--- src/rtl/issue_sched_pkg.sv ---
package issue_sched_pkg;
    typedef enum logic [1:0] {
        ST_FIXED = 2'd0,
        ST_TABLE = 2'd1,
        ST_PRIO  = 2'd2
    } sched_st_e;

    localparam logic [1:0] MODE_FIXED = 2'b00;
    localparam logic [1:0] MODE_TABLE = 2'b01;
    localparam logic [1:0] MODE_PRIO  = 2'b10;
endpackage

--- src/rtl/slot_table.sv ---
module slot_table #(
    parameter int NTHR  = 4,
    parameter int NSLOT = 8,
    localparam int TW   = $clog2(NTHR),
    localparam int SW   = $clog2(NSLOT)
) (
    input  logic          clk,
    input  logic          rst_n,
    input  logic          wr_en,
    input  logic [SW-1:0] wr_idx,
    input  logic [TW-1:0] wr_tid,
    input  logic          load,
    input  logic [SW-1:0] rd_idx,
    output logic [TW-1:0] rd_tid
);
    // Writes land in the pending copy; the live copy only takes them
    // when a new pass begins.
    logic [TW-1:0] pend_q [NSLOT];
    logic [TW-1:0] live_q [NSLOT];

    always_ff @(posedge clk or negedge rst_n) begin
        if (!rst_n) begin
            for (int i = 0; i < NSLOT; i++) begin
                pend_q[i] <= TW'(i % NTHR);
                live_q[i] <= TW'(i % NTHR);
            end
        end else begin
            if (load) begin
                for (int i = 0; i < NSLOT; i++) begin
                    live_q[i] <= pend_q[i];
                end
            end
            if (wr_en) begin
                pend_q[wr_idx] <= wr_tid;
            end
        end
    end

    assign rd_tid = live_q[rd_idx];
endmodule

--- src/rtl/prio_pick.sv ---
module prio_pick #(
    parameter int NTHR = 4,
    parameter int PW   = 2,
    localparam int TW  = $clog2(NTHR)
) (
    input  logic [NTHR-1:0]    ready,
    input  logic [NTHR*PW-1:0] prio,
    input  logic [TW-1:0]      start,
    output logic               found,
    output logic [TW-1:0]      pick
);
    logic [TW-1:0] idx;
    logic [PW-1:0] best;

    // Scan from the start thread; a strictly larger value replaces the
    // current choice, so ties go to the earliest thread in scan order.
    always_comb begin
        found = 1'b0;
        pick  = start;
        best  = '0;
        idx   = start;
        for (int i = 0; i < NTHR; i++) begin
            idx = start + TW'(i);
            if (ready[idx] && (!found || (prio[idx*PW +: PW] > best))) begin
                found = 1'b1;
                pick  = idx;
                best  = prio[idx*PW +: PW];
            end
        end
    end
endmodule

--- src/rtl/tid_pipe.sv ---
module tid_pipe #(
    parameter int TW     = 2,
    parameter int STAGES = 5
) (
    input  logic                 clk,
    input  logic                 rst_n,
    input  logic                 in_vld,
    input  logic [TW-1:0]        in_tid,
    output logic [STAGES-1:0]    out_vld,
    output logic [STAGES*TW-1:0] out_tid
);
    for (genvar k = 0; k < STAGES; k++) begin : g_stage
        logic          src_vld;
        logic [TW-1:0] src_tid;
        if (k == 0) begin : g_head
            assign src_vld = in_vld;
            assign src_tid = in_tid;
        end else begin : g_body
            assign src_vld = out_vld[k-1];
            assign src_tid = out_tid[(k-1)*TW +: TW];
        end
        always_ff @(posedge clk or negedge rst_n) begin
            if (!rst_n) begin
                out_vld[k]          <= 1'b0;
                out_tid[k*TW +: TW] <= '0;
            end else begin
                out_vld[k]          <= src_vld;
                out_tid[k*TW +: TW] <= src_tid;
            end
        end
    end
endmodule

--- src/rtl/thread_issue_sched.sv ---
module thread_issue_sched
    import issue_sched_pkg::*;
#(
    parameter int NTHR   = 4,
    parameter int NSLOT  = 8,
    parameter int PW     = 2,
    parameter int STAGES = 5,
    localparam int TW    = $clog2(NTHR),
    localparam int SW    = $clog2(NSLOT)
) (
    input  logic                 clk,
    input  logic                 rst_n,
    input  logic [1:0]           mode_sel,
    input  logic [NTHR-1:0]      thr_ready,
    input  logic [NTHR*PW-1:0]   thr_prio,
    input  logic                 tbl_we,
    input  logic [SW-1:0]        tbl_idx,
    input  logic [TW-1:0]        tbl_tid,
    output logic                 issue_valid,
    output logic [TW-1:0]        issue_tid,
    output logic                 issue_bubble,
    output logic [STAGES-1:0]    stg_valid,
    output logic [STAGES*TW-1:0] stg_tid
);
    sched_st_e     state_q, state_d;
    logic [TW-1:0] rr_q, rr_d;
    logic [SW-1:0] slot_q, slot_d;
    logic          mode_chg;
    logic [TW-1:0] tbl_rd_tid;
    logic          pr_found;
    logic [TW-1:0] pr_pick;

    // Next-state decode: code 11 keeps the present policy.
    always_comb begin
        unique case (mode_sel)
            MODE_FIXED: state_d = ST_FIXED;
            MODE_TABLE: state_d = ST_TABLE;
            MODE_PRIO:  state_d = ST_PRIO;
            default:    state_d = state_q;
        endcase
        mode_chg = (state_d != state_q);
    end

    always_ff @(posedge clk or negedge rst_n) begin
        if (!rst_n) begin
            state_q <= ST_FIXED;
            rr_q    <= '0;
            slot_q  <= '0;
        end else begin
            state_q <= state_d;
            rr_q    <= rr_d;
            slot_q  <= slot_d;
        end
    end

    // Outputs of the current state.
    always_comb begin
        unique case (state_q)
            ST_FIXED: begin
                issue_tid   = rr_q;
                issue_valid = thr_ready[rr_q];
            end
            ST_TABLE: begin
                issue_tid   = tbl_rd_tid;
                issue_valid = thr_ready[tbl_rd_tid];
            end
            ST_PRIO: begin
                issue_tid   = pr_pick;
                issue_valid = pr_found;
            end
            default: begin
                issue_tid   = '0;
                issue_valid = 1'b0;
            end
        endcase
        issue_bubble = !issue_valid;
    end

    // Pointer update; a policy switch clears both pointers.
    always_comb begin
        rr_d   = rr_q;
        slot_d = '0;
        if (!mode_chg) begin
            unique case (state_q)
                ST_FIXED: rr_d = rr_q + 1'b1;
                ST_TABLE: slot_d = slot_q + 1'b1;
                ST_PRIO:  if (issue_valid) rr_d = issue_tid + 1'b1;
                default:  rr_d = '0;
            endcase
        end else begin
            rr_d = '0;
        end
    end

    slot_table #(.NTHR(NTHR), .NSLOT(NSLOT)) u_table (
        .clk    (clk),
        .rst_n  (rst_n),
        .wr_en  (tbl_we),
        .wr_idx (tbl_idx),
        .wr_tid (tbl_tid),
        .load   (slot_d == '0),
        .rd_idx (slot_q),
        .rd_tid (tbl_rd_tid)
    );

    prio_pick #(.NTHR(NTHR), .PW(PW)) u_pick (
        .ready (thr_ready),
        .prio  (thr_prio),
        .start (rr_q),
        .found (pr_found),
        .pick  (pr_pick)
    );

    tid_pipe #(.TW(TW), .STAGES(STAGES)) u_line (
        .clk     (clk),
        .rst_n   (rst_n),
        .in_vld  (issue_valid),
        .in_tid  (issue_tid),
        .out_vld (stg_valid),
        .out_tid (stg_tid)
    );
endmodule

--- config.mk ---
export PLATFORM = sky130hd
export DESIGN_NAME = thread_issue_sched
export DESIGN_NICKNAME = d
export VERILOG_FILES = /design/src/rtl/issue_sched_pkg.sv /design/src/rtl/slot_table.sv /design/src/rtl/prio_pick.sv /design/src/rtl/tid_pipe.sv /design/src/rtl/thread_issue_sched.sv
export SDC_FILE = /design/constraint.sdc
export NUM_CORES = 1
export LEC_CHECK = 0
export BUFFER_PORTS_ARGS = -buffer_cell sky130_fd_sc_hd__buf_2
export CAP_MARGIN = 20
export CORE_ASPECT_RATIO = 1.5
export CORE_UTILIZATION = 51
export DETAILED_ROUTE_END_ITERATION = 8
export GPL_ROUTABILITY_DRIVEN = 1
export MAX_ROUTING_LAYER = met4
export PLACE_DENSITY = 0.75
export SKIP_LAST_GASP = 1
export SYNTH_ARGS = -nofsm -noshare
export SYNTH_HDL_FRONTEND = slang
export SYNTH_SLANG_ARGS = --single-unit
--- constraint.sdc ---
create_clock -name clk -period 5.9 [get_ports clk]
set_input_delay 0.295 -clock clk [delete_from_list [all_inputs] [get_ports clk]]
set_output_delay 0.295 -clock clk [all_outputs]
set_load 0.05 [all_outputs]
[Word level (Yosys, flattened, before mapping)]
Cells that the tools add are included.
Operators by class
  reduce and logical (&&, ||, !) cells: 15
  add/sub/neg operators: 5
  mux-type cells: 34
  equality and inequality tests: 7
  magnitude comparators: 11
  shifts and indexed selects: 4
  bitwise operators: 2
Operators by type and width (count)
  $shiftx 8x4->2: 4
  $mux 2: 11
  $pmux 2 s3: 3
  $bwmux 16: 1
  $lt 2x3->1 const B: 5
  $bmux 1 s2: 5
  $mux 1: 9
  $ge 4x4->1 const B: 2
  $not 3->4: 2
  $bmux 2 s3: 1
  $demux 2 s3: 1
  $gt 2x2->1: 3
  $mux 3: 2
  $add 2x1->2 const B: 2
  $add 2x2->2 const B: 2
  $eq 2x1->1 const B: 2
  $eq 2x2->1 const B: 2
  $logic_and 1x1->1: 4
  $logic_not 1->1: 4
  $logic_not 2->1: 2
  $lt 4x1->1 const B: 1
  $add 3x1->3 const B: 1
  $logic_not 3->1: 1
  $logic_or 1x1->1: 3
  5 further kinds: 5
Word-level totals
  register bits after elaboration: 54

[Longest topological paths before layout]
Gate-level depths: netlist of the first run.
  word-level depth: 20
  gate-level depth with buffers: 26
  gate-level depth less buffers: 23

[By module]
A second synthesis of the first run with hierarchy kept.
Unflattened totals
  cell total of the unflattened synthesis: 249
  area, all modules: 3109.2 µm²
By module, submodules not included
  slot_table: cells each 80, instances 1, area each 1397.6 µm²
  prio_pick: cells each 96, instances 1, area each 760.7 µm²
  thread_issue_sched: cells each 54, instances 1, area each 545.5 µm²
  tid_pipe: cells each 19, instances 1, area each 405.4 µm²

[Least setup slack after synthesis of the first run]
Ideal clock, no wire load.
  path type: reg-to-output
  start point: reg rr_q[1]
  end point: out issue_tid[1]
  required time: 5605 ps
  setup slack: -445 ps
  arrival time: 6050 ps
  cell stages (with the launch flop): 26
  cells stage by stage: dfrtp_1 buf_6 buf_2 buf_1 mux2i_1 nand2_1 o211a_1 ha_1 or2_2 maj3_2 o221a_1 or2_2 mux4_2 ha_1 nor2b_1 o21ai_0 a31oi_1 nor2_1 a21oi_1 ha_1 nor2b_1 a2bb2oi_1 o32a_1 o31ai_1 a31oi_1 a21oi_1
Between the ends
  word-level cells in the longest chain between the ends: 16
  elaborated cells on any way between the ends: 37
Ends and longest elaborated chain
  from (decl): line thread_issue_sched.sv:26  | logic [TW-1:0] rr_q, rr_d;
  from (signal assigned): line thread_issue_sched.sv:51  | rr_q <= rr_d;
  branches (longest 15 deep; another with $add 2x1->2)
  $pmux 2 s3 (*): line thread_issue_sched.sv:58  | unique case (state_q)
  to (decl): line thread_issue_sched.sv:20  | output logic [TW-1:0] issue_tid,
Every way passes the cells marked *. The select of a mux whose other input is x is not followed.

[Worst setup path in the final report of the first run]
Same ends and word-level chain as after synthesis.

==> results.py, run 1 <==
metrics = {
    "critical_path": {
        "r2r_end": "rr_q[1]$_DFFE_PN0P_",
        "ff2ff_setup_slack_ns": 0.46,
        "crit_fanout": 5,
        "crit_chain": "mux2_4 > o211a_1 > ha_1 > or2_4 > maj3_2 > o221a_1 > or2_4 > mux4_2 > ha_4 > nor2b_4 > o21ai_2 > a31oi_4 > nor2_2 > a21oi_2 > ha_1 > nor2b_4 > a2bb2oi_2 > o32a_1 > o31ai_1 > a31oi_1 > buf_4 > a21oi_4 > buf_6",
        "cp_data_arrival_time_ns": 5.54,
        "startpoint": "rr_q[1]$_DFFE_PN0P_",
        "required_ns": 5.61,
        "crit_type": "reg2out",
        "critPathLaunchType": "flip-flop",
        "end_kind": "primary output",
        "endpoint": "issue_tid[1]",
        "critPathMaxStageDelay_ns": 0.47,
        "ff2ff_path_depth": 24,
        "worst_path_max_delay_cell": "dfrtp_2",
        "regToRegStartpoint": "rr_q[1]$_DFFE_PN0P_",
    },
    "place": {
        "port_buffers": 40,
        "place.gp.congestion": 0.921,
        "dp_slack_ns": 0.0258,
        "place_inst": 356,
        "dp_hpwl_um": 4290,
    },
    "clocking": {
        "tritoncts": "done",
        "h-tree-depth": 2,
        "cts_sinks": 54,
        "root_buffer": "clkbuf_8",
        "cts_buffer_depth": 2,
        "numCtsBuffers": 5,
        "clock_latency_ns": 0.30,
        "clk_pin_slew_ns": 0.09,
        "hold_buffers": 0,
    },
    "power": {
        "power_density_mw_per_mm2": 589,
        "leakage_uw": 0.00153,
        "pwr-share-clk_pct": 10.0,
        "seqPwrFrac_pct": 26.6,
        "p_sw_uw": 851,
        "irDropWorstVdd_v": 0.000475,
        "p_int_uw": 1200,
        "p_sw_share_pct": 41.5,
        "power_uw": 2050,
        "comb_power_share_pct": 63.4,
    },
    "cells_and_area": {
        "layout-drive-gt1-share_pct": 49.5,
        "instances_no_fill": 373,
        "nets": 330,
        "syn_to_final_growth_pct": 20.3,
        "fillCellCount": 442,
        "antenna_cells": 0,
    },
    "sta": {
        "worst_pin_slew_ns": 0.727,
        "fmax_ghz": 0.171,
        "rsz0062_at_grt": "true",
        "slew_headroom_pct": 51.6,
        "hold_violations": 0,
        "fin_crit_ns": 5.83,
        "setup_viol": 0,
        "slew_viol_final": 0,
        "clock_skew_ns": 0.00759,
        "post-route-period-util_pct": 98.9,
        "setup_slack_ns": 0.0652,
        "whs_ns": 0.0901,
        "tns_ns": 0,
    },
    "logic_synthesis": {
        "yosys_warnings": 0,
        "ys_seq_area_share_pct": 47.4,
        "yosysMostFrequentCell": "dfrtp_1",
        "synth_cell_types": 44,
        "async_reset_ff_share_pct": 100,
        "syn_area_mm2": 0.00289,
        "syn_inst": 249,
        "synth_top_cell_by_area": "dfrtp_1",
        "synth-edff-count": 0,
        "avgSynthCellArea_um2": 11.6,
        "ys_ff_latch": 54,
        "yosysTopAreaCellShare_pct": 32.9,
        "synth_ff_type": "dfrtp_1",
        "synthesis.nets": 277,
        "ys_top_cells_by_count": "dfrtp_1 (38), mux2_2 (37), nor2_1 (17)",
        "synth.area.top_cells": "dfrtp_1 (33%), dfstp_2 (15%), mux2_2 (14%)",
    },
    "floorplanning": {
        "die_w_um": 63.5,
        "rows": 33,
        "fp.dieH_um": 94.2,
        "fp.dieArea_mm2": 0.00598,
        "start_util_pct": 53.0,
        "io_pins": 41,
        "core_area_mm2": 0.00545,
    },
    "outcome": {
        "status": "complete, no violations",
    },
    "detailed_routing": {
        "vias_per_cell": 5.70,
        "via_count": 2126,
        "drt_pass1_iterations": 4,
        "ant_nets": 0,
        "wirelength_um": 5940,
        "wire_per_inst_um": 15.9,
        "drt_iter0_drc": 130,
        "drc_errors": 0,
    },
    "global_route": {
        "grt_max_degree": 55,
        "grt_overflow": 0,
        "grt_pass1_vias": 2055,
        "grtUsageTotal_pct": 21.4,
        "grt_first_pass_wirelength_um": 9490,
        "grt_antenna_before_repair": 0,
    },
    "job": {
        "drv_cap": 0,
    },
    "hold_path": {
        "hold_path_class": "in2async",
    },
}
==> registers in the layout, indices dropped and copies added, names as in the netlist, 2 cells and up <==
name / cells
u_line.out_tid: 2
u_line.g_stage.src_tid: 8
u_line.g_stage.src_vld: 4
u_table.pend_q: 16
rr_q: 2
u_table.live_q: 16
state_q: 2
slot_q: 3
==> layer usage <==
metal / track usage (%) / up-vias / wire (um)
li1: - / 1012 / -
met1: 23.9 / 1041 / 2280
met2: 37.7 / 58 / 3310
met3: 2.31 / 15 / 165
met4: 10.6 / 0 / 187
met5: - / - / 0
==> through the flow <==
stage                     area, um^2  utilization (%)
after CTS                       3380             62.0
after global routing            3480             63.8
after global placement          3200             58.7
final                           3480             63.8
after floorplan                 2910                -
after detailed placement        3200             58.7
==> kinds of logic after synthesis <==
kind of cell | Yosys count | share of synthesized area [%]
AOI/OAI and AO/OA | 39 | 8.79
xor gates and xnor gates | 3 | 0.909
adders and majority gates | 8 | 3.33
buffers and inverters | 21 | 3.59
DFF | 54 | 47.4
muxes | 59 | 24.4
and+or+nand+nor | 65 | 11.6
==> cell type report <==
type | instances | area, um^2 | share of cell area (%)
repair buffers | 61 | 378 | 10.9
clock inverters | 1 | 5.00 | 0.144
flip-flops and latches | 54 | 1370 | 39.5
multi-input cells | 174 | 1520 | 43.8
inverters | 6 | 22.5 | 0.648
well taps | 70 | 87.6 | 2.52
clock buffers | 7 | 86.3 | 2.48
==> what timing repair did <==
item                                    CTS  global route
endpoints found under the setup margin    2             2
hold endpoints to repair                  0             0
setup buffers                             5             4
resized for setup                        14            16
cloned                                    0             0
pin swaps                                 4            10
==> power groups by stage <==
| stage | Clock (uW) | Combinational [uW] | Sequential (uW) |
|---|---|---|---|
| 6_report | 205 | 1300 | 546 |
| 5_1_grt | 227 | 1390 | 558 |
| 4_1_cts | 211 | 1090 | 545 |
| 3_5_place_dp | 0 | 967 | 550 |
| 3_3_place_gp | 0 | 954 | 544 |
| 2_1_floorplan | 0 | 668 | 631 |
==> worst min path at each step <==
stage	depth (start not counted)	endpoint	start
after floorplan	0	rr_q[0]$_DFFE_PN0P_	rst_n
after global placement	0	u_line.g_stage[4].src_vld$_DFF_PN0_	u_line.g_stage[3].src_vld$_DFF_PN0_
after detailed placement	0	u_line.g_stage[4].src_vld$_DFF_PN0_	u_line.g_stage[3].src_vld$_DFF_PN0_
after CTS	2	u_line.g_stage[3].src_tid[0]$_DFF_PN0_	rst_n
after global routing	2	u_table.live_q[6]$_DFFE_PN0N_	rst_n
final	2	u_line.g_stage[4].src_tid[1]$_DFF_PN0_	rst_n
==> worst max-delay path, delay by kind of cell, from the launching register on <==
family / cells / cell delay (ns)
muxes: 2 / 0.66
and+or+nand+nor: 5 / 0.90
AOI/OAI and AO/OA: 10 / 1.73
DFF: 1 / 0.47
adders and majority gates: 4 / 1.14
buffers and inverters: 2 / 0.33
==> placed cells by master, fill, tap and decap left out, types with 6 or more instances in the layout <==
cell,n
a21oi_1,8
buf_2,38
buf_4,19
clkbuf_8,6
dfrtp_1,36
dfstp_2,16
mux2_2,36
mux2i_1,14
nand2_1,15
nor2_1,15
o21ai_0,6
Power figures use the tool's default switching activity.
==> run 2, diff against run 1 <==
--- a/config.mk
+++ b/config.mk
@@ -7,7 +7,6 @@
 export LEC_CHECK = 0
 export BUFFER_PORTS_ARGS = -buffer_cell sky130_fd_sc_hd__buf_2
 export CAP_MARGIN = 20
-export CORE_ASPECT_RATIO = 1.5
 export CORE_UTILIZATION = 51
 export DETAILED_ROUTE_END_ITERATION = 8
 export GPL_ROUTABILITY_DRIVEN = 1
==> run 2 against run 1 <==
Sequential power decreased by 0.7%. Clock power decreased by 6%. First-iteration DRC count increased by 9.2%. Utilization decreased by 2.2 points. Worst hold slack improved by 0.019 ns. Die area decreased by 0.10%. Largest power group unchanged.
==> results.py, run 2 (synthesis results as in run 1) <==
metrics = {
    "power": {
        "power_density_mw_per_mm2": 563,
        "p_sw_uw": 798,
        "p_int_uw": 1100,
        "irDropWorstVdd_v": 0.000326,
        "leakage_uw": 0.00148,
        "seqPwrFrac_pct": 28.6,
        "p_sw_share_pct": 42.0,
        "comb_power_share_pct": 61.3,
        "pwr-share-clk_pct": 10.2,
    },
    "clocking": {
        "h-tree-depth": 2,
        "clock_latency_ns": 0.30,
        "cts_buffer_depth": 2,
        "hold_buffers": 0,
        "clk_pin_slew_ns": 0.09,
        "numCtsBuffers": 5,
        "root_buffer": "clkbuf_8",
        "tritoncts": "done",
        "cts_sinks": 54,
    },
    "critical_path": {
        "crit_fanout": 5,
        "critPathMaxStageDelay_ns": 0.47,
        "critPathLaunchType": "flip-flop",
        "required_ns": 5.61,
        "worst_path_max_delay_cell": "dfrtp_2",
        "cp_data_arrival_time_ns": 5.46,
        "regToRegStartpoint": "rr_q[1]$_DFFE_PN0P_",
        "ff2ff_path_depth": 24,
        "crit_chain": "mux2_4 > o211a_1 > ha_1 > or2_4 > maj3_2 > o221a_1 > or2_4 > mux4_2 > ha_4 > nor2b_4 > o21ai_2 > a31oi_2 > nor2_1 > a21oi_1 > ha_1 > nor2b_1 > a2bb2oi_1 > o31ai_2 > o31a_1 > mux2i_2 > o21ai_2 > buf_6",
        "crit_type": "reg2out",
        "end_kind": "primary output",
        "r2r_end": "rr_q[1]$_DFFE_PN0P_",
        "ff2ff_setup_slack_ns": 0.43,
    },
    "global_route": {
        "grt_overflow": 0,
        "grt_pass1_vias": 1909,
        "grt_first_pass_wirelength_um": 9250,
        "grt_antenna_before_repair": 0,
        "grt_max_degree": 55,
        "grtUsageTotal_pct": 20.3,
    },
    "sta": {
        "fin_crit_ns": 5.75,
        "post-route-period-util_pct": 97.5,
        "hold_violations": 0,
        "whs_ns": 0.109,
        "clock_skew_ns": 0.00681,
        "rsz0062_at_grt": "true",
        "slew_headroom_pct": 51.8,
        "setup_viol": 0,
        "fmax_ghz": 0.174,
        "setup_slack_ns": 0.147,
        "slew_viol_final": 0,
        "worst_pin_slew_ns": 0.723,
    },
    "cells_and_area": {
        "final_common_cell": "buf_2",
        "final_cell_mix": "buf_2 (38), dfrtp_1 (37), mux2_2 (36)",
        "layout-drive-gt1-share_pct": 44.9,
        "nets": 323,
        "antenna_cells": 0,
        "syn_to_final_growth_pct": 16.7,
        "fin_util_pct": 61.6,
        "instances_no_fill": 368,
        "fin_area_mm2": 0.00337,
    },
    "place": {
        "dp_slack_ns": 0.0743,
        "place_inst": 354,
        "dp_hpwl_um": 4150,
        "place_area_mm2": 0.00317,
        "port_buffers": 40,
        "place.gp.congestion": 0.916,
    },
    "job": {
        "drv_cap": 0,
    },
    "floorplanning": {
        "rows": 27,
        "core_area_mm2": 0.00547,
        "fp.dieArea_mm2": 0.00597,
        "die_w_um": 77.3,
        "io_pins": 41,
        "start_util_pct": 52.8,
        "fp.dieH_um": 77.3,
    },
    "detailed_routing": {
        "drt_iter0_drc": 142,
        "highest_layer": "met4",
        "wl_met2_um": 2660,
        "ant_nets": 0,
        "drt_pass1_iterations": 4,
        "via_count": 2036,
        "drc_errors": 0,
        "vias_per_cell": 5.53,
        "met1_length_um": 2710,
        "wire_per_inst_um": 15.4,
        "wirelength_um": 5670,
        "wl_met3_um": 250,
    },
    "outcome": {
        "status": "complete, no violations",
    },
    "hold_path": {
        "hold_path_class": "in2async",
    },
}
[run 2: cell types whose count changed in the layout (fill, tap and decap cells not counted), sizes merged]
cell,previous run,this run
buf,61,54
clkinv,2,1
clkinvlp,0,1
[run 2: critical path: cells and delay by family, from the launching register on]
| family | cells | cell delay, ns |
|---|---|---|
| compound gates | 9 | 1.64 |
| fa+ha+maj | 4 | 1.12 |
| mux | 3 | 0.93 |
| simple gates | 5 | 0.82 |
| flops | 1 | 0.47 |
| buf+inv | 1 | 0.17 |
[run 2: final cells by class]
cell class | count | area (um^2)
fill | 462 | 2100
multi-input combinational | 174 | 1480
sequential | 54 | 1370
timing repair buffer | 54 | 322
tap | 72 | 90.1
clock buffer | 7 | 76.3
inverter | 6 | 22.5
clock inverter | 1 | 7.51
[run 2: per-stage QoR]
step,TNS [ns],total power [uW]
finish,0,1900
global route,-0.182,2020
CTS,-0.0454,1750
detailed placement,0,1510
global placement,0,1490
floorplan,0,1300
[run 2: repair_timing]
action                     4_1_cts  5_1_grt
resized for setup                4       16
pin swaps                        1        7
setup endpoints to repair        2        3
setup buffers                    3        3
[run 2: worst max-delay path by stage]
stage	startpoint	end	slack, ns	depth (start not counted)
after global placement	rr_q[1]$_DFFE_PN0P_	issue_tid[0]	0.25	22
after detailed placement	rr_q[1]$_DFFE_PN0P_	issue_tid[0]	0.07	22
after floorplan	rr_q[1]$_DFFE_PN0P_	issue_tid[0]	0.11	25
final	rr_q[1]$_DFFE_PN0P_	issue_tid[0]	0.15	22
after global routing	rr_q[1]$_DFFE_PN0P_	issue_tid[0]	-0.13	24
after CTS	rr_q[1]$_DFFE_PN0P_	issue_tid[0]	-0.05	24
[run 2: power groups by stage]
stage               combinational (uW)  clock (uW)  sequential [uW]
floorplan                          668           0              631
global placement                   944           0              547
detailed placement                 960           0              551
CTS                               1010         202              543
global route                      1250         216              556
finish                            1160         193              542
[run 2: routing by layer]
layer  GRT usage (%)  vias to the layer above
met1            29.0                      991
met2            29.9                       56
met3            3.33                        5
met5               -                        -
met4            5.66                        0
li1                -                      984
==> run 3, diff against run 2 <==
==> constraint.sdc (replaced) <==
create_clock -name clk -period 5.9 [get_ports clk]
set_input_delay 0 -clock clk [delete_from_list [all_inputs] [get_ports clk]]
set_output_delay 0 -clock clk [all_outputs]
set_load 0.05 [all_outputs]
==> run 3 against run 2 <==
Flip-flop and latch count unchanged. Utilization grew 0.27 points. Global-route usage rose by 0.18 points.
==> results.py, run 3 (synthesis results as in run 1) <==
metrics = {
    "clocking": {
        "clock_latency_ns": 0.31,
        "root_buffer": "clkbuf_8",
        "clk_pin_slew_ns": 0.10,
        "tritoncts": "done",
        "cts_buffer_depth": 2,
        "numCtsBuffers": 5,
        "cts_sinks": 54,
        "h-tree-depth": 2,
    },
    "sta": {
        "fmax_ghz": 0.175,
        "worst_pin_slew_ns": 0.696,
        "post-route-period-util_pct": 96.8,
        "slew_headroom_pct": 53.6,
        "fin_crit_ns": 5.71,
        "clock_skew_ns": 0.0109,
        "hold_violations": 0,
        "setup_slack_ns": 0.189,
        "setup_viol": 0,
        "whs_ns": 0.0514,
        "rsz0062_at_grt": "true",
        "tns_ns": 0,
        "slew_viol_final": 0,
    },
    "cells_and_area": {
        "multiInputGateArea_mm2": 0.00146,
        "final_common_cell": "buf_2",
        "register_area_mm2": 0.00137,
        "nets": 323,
        "syn_to_final_growth_pct": 17.2,
        "fillCellCount": 460,
        "antenna_cells": 0,
        "layout-drive-gt1-share_pct": 44.3,
        "instances_no_fill": 368,
        "final_cell_mix": "buf_2 (38), mux2_2 (37), dfrtp_1 (37)",
    },
    "global_route": {
        "grtUsageTotal_pct": 20.5,
        "gr-max-usage-layer": "met2",
        "grt_first_pass_wirelength_um": 9230,
        "grtUsageMet2_pct": 29.1,
        "grt_pass1_vias": 1893,
        "grt_antenna_before_repair": 0,
        "grt_overflow": 0,
        "met3_usage_pct": 4.17,
        "grt_max_degree": 55,
        "gr-usage-met1_pct": 28.6,
    },
    "critical_path": {
        "critical-path-top-delay-family": "compound AO/OA/AOI/OAI gates",
        "crit_chain": "mux2_2 > o211a_1 > ha_1 > or2_2 > maj3_2 > o221a_1 > or2_2 > mux4_2 > ha_1 > nor2b_1 > o21ai_0 > a31oi_1 > buf_4 > a21oi_1 > ha_1 > nor2b_1 > a2bb2oi_2 > o31ai_2 > o31a_1 > mux2i_2 > o21ai_2 > buf_6",
        "crit_type": "reg2out",
        "worst_path_max_delay_cell": "dfrtp_2",
        "critPathMaxStageDelay_ns": 0.46,
        "cp_data_arrival_time_ns": 5.71,
        "end_kind": "primary output",
        "critical_path_buf_inv_count": 2,
        "cp_common_cell": "ha_1",
        "critPathLaunchType": "flip-flop",
        "crit_fanout": 6,
        "required_ns": 5.90,
    },
    "power": {
        "p_sw_uw": 800,
        "comb_power_share_pct": 58.2,
        "p_int_uw": 1100,
        "p_sw_share_pct": 42.2,
        "seqPwrFrac_pct": 29.0,
        "power_density_mw_per_mm2": 560,
        "irDropWorstVdd_v": 0.000356,
        "power_uw": 1900,
        "pwr-share-clk_pct": 12.8,
        "leakage_uw": 0.00149,
    },
    "place": {
        "port_buffers": 40,
        "place_inst": 352,
        "dp_hpwl_um": 4280,
        "dp_slack_ns": 0.300,
        "place.gp.congestion": 0.928,
    },
    "detailed_routing": {
        "drc_errors": 0,
        "vias_per_cell": 5.56,
        "drt_pass1_iterations": 4,
        "via_count": 2047,
        "ant_nets": 0,
        "wirelength_um": 5870,
        "drt_iter0_drc": 126,
        "wire_per_inst_um": 15.9,
    },
    "floorplanning": {
        "fp.dieArea_mm2": 0.00597,
        "start_util_pct": 52.8,
        "die_w_um": 77.3,
        "io_pins": 41,
        "rows": 27,
        "fp.dieH_um": 77.3,
        "core_area_mm2": 0.00547,
    },
    "outcome": {
        "status": "complete, no violations",
    },
    "job": {
        "drv_cap": 0,
    },
    "hold_path": {
        "hold_path_class": "in2reg",
    },
}
## run 3: cell count changes in the layout (fill, tap and decap cells not counted), sizes merged
cell / before / now
buf: 54 / 51
dlygate4sd3: 0 / 3
clkinvlp: 1 / 0
inv: 5 / 6
## run 3: worst register-to-register path, stage by stage, from the launching register on
cell and delay [ns]:
dfrtp_2 0.46, mux2_2 0.37, o211a_1 0.23, ha_1 0.26
or2_2 0.30, maj3_2 0.31, o221a_1 0.28, or2_2 0.32
mux4_2 0.30, ha_1 0.30, nor2b_1 0.13, o21ai_0 0.13
a31oi_1 0.12, buf_4 0.16, a21oi_1 0.13, ha_1 0.26
nor2b_1 0.15, a2bb2oi_2 0.14, o31ai_2 0.25, o31a_1 0.24
mux2i_2 0.28, buf_4 0.15, xnor2_1 0.10, o21ai_1 0.09
## run 3: what timing repair did
| item | 4_1_cts | 5_1_grt |
|---|---|---|
| setup buffers | 0 | 5 |
| pin swaps | 0 | 2 |
| endpoints found under the hold margin | 40 | 0 |
| hold buffers | 3 | 0 |
| setup endpoints to repair | 1 | 2 |
| resized for setup | 1 | 13 |
## run 3: area by class of cell
type	instances	share of cell area (%)
Clock buffer	7	3.18
Clock inverter	1	0.259
Multi-Input combinational cell	174	43.1
Tap cell	72	2.66
Inverter	6	0.665
Sequential cell	54	40.5
Timing Repair Buffer	54	9.60
## run 3: final timing paths
kind / start / endpoint / slack (ns) / cells past startpoint
max: rr_q[1]$_DFFE_PN0P_ / issue_tid[0] / 0.19 / 22
min: tbl_tid[0] / u_table.pend_q[2]$_DFFE_PN0P_ / 0.05 / 2
max reg2reg: rr_q[1]$_DFFE_PN0P_ / rr_q[1]$_DFFE_PN0P_ / 0.33 / 23
min reg2reg: u_line.g_stage[3].src_tid[0]$_DFF_PN0_ / u_line.g_stage[4].src_tid[0]$_DFF_PN0_ / 0.37 / 0
max in group asynchronous: rst_n / rr_q[1]$_DFFE_PN0P_ / 5.12 / 3
min in group asynchronous: rst_n / u_line.g_stage[4].src_tid[0]$_DFF_PN0_ / 0.33 / 3
## run 3: power groups by stage
| stage | logic, uW | registers, uW | clock network [uW] |
|---|---|---|---|
| 6_report | 1100 | 550 | 243 |
| 5_1_grt | 1180 | 563 | 262 |
| 4_1_cts | 951 | 554 | 249 |
| 3_5_place_dp | 945 | 559 | 0 |
| 3_3_place_gp | 922 | 554 | 0 |
| 2_1_floorplan | 667 | 631 | 0 |
## run 3: stage by stage
| step | utilization, % | cell area (um^2) |
|---|---|---|
| final | 61.9 | 3390 |
| after global routing | 61.9 | 3390 |
| after CTS | 60.4 | 3310 |
| after detailed placement | 57.7 | 3160 |
| after global placement | 57.7 | 3160 |
| after floorplan | - | 2910 |
## run 3: layer usage
layer	wire [um]	vias up
li1	-	990
met3	296	9
met5	0	-
met1	2810	981
met4	91	0
met2	2670	67
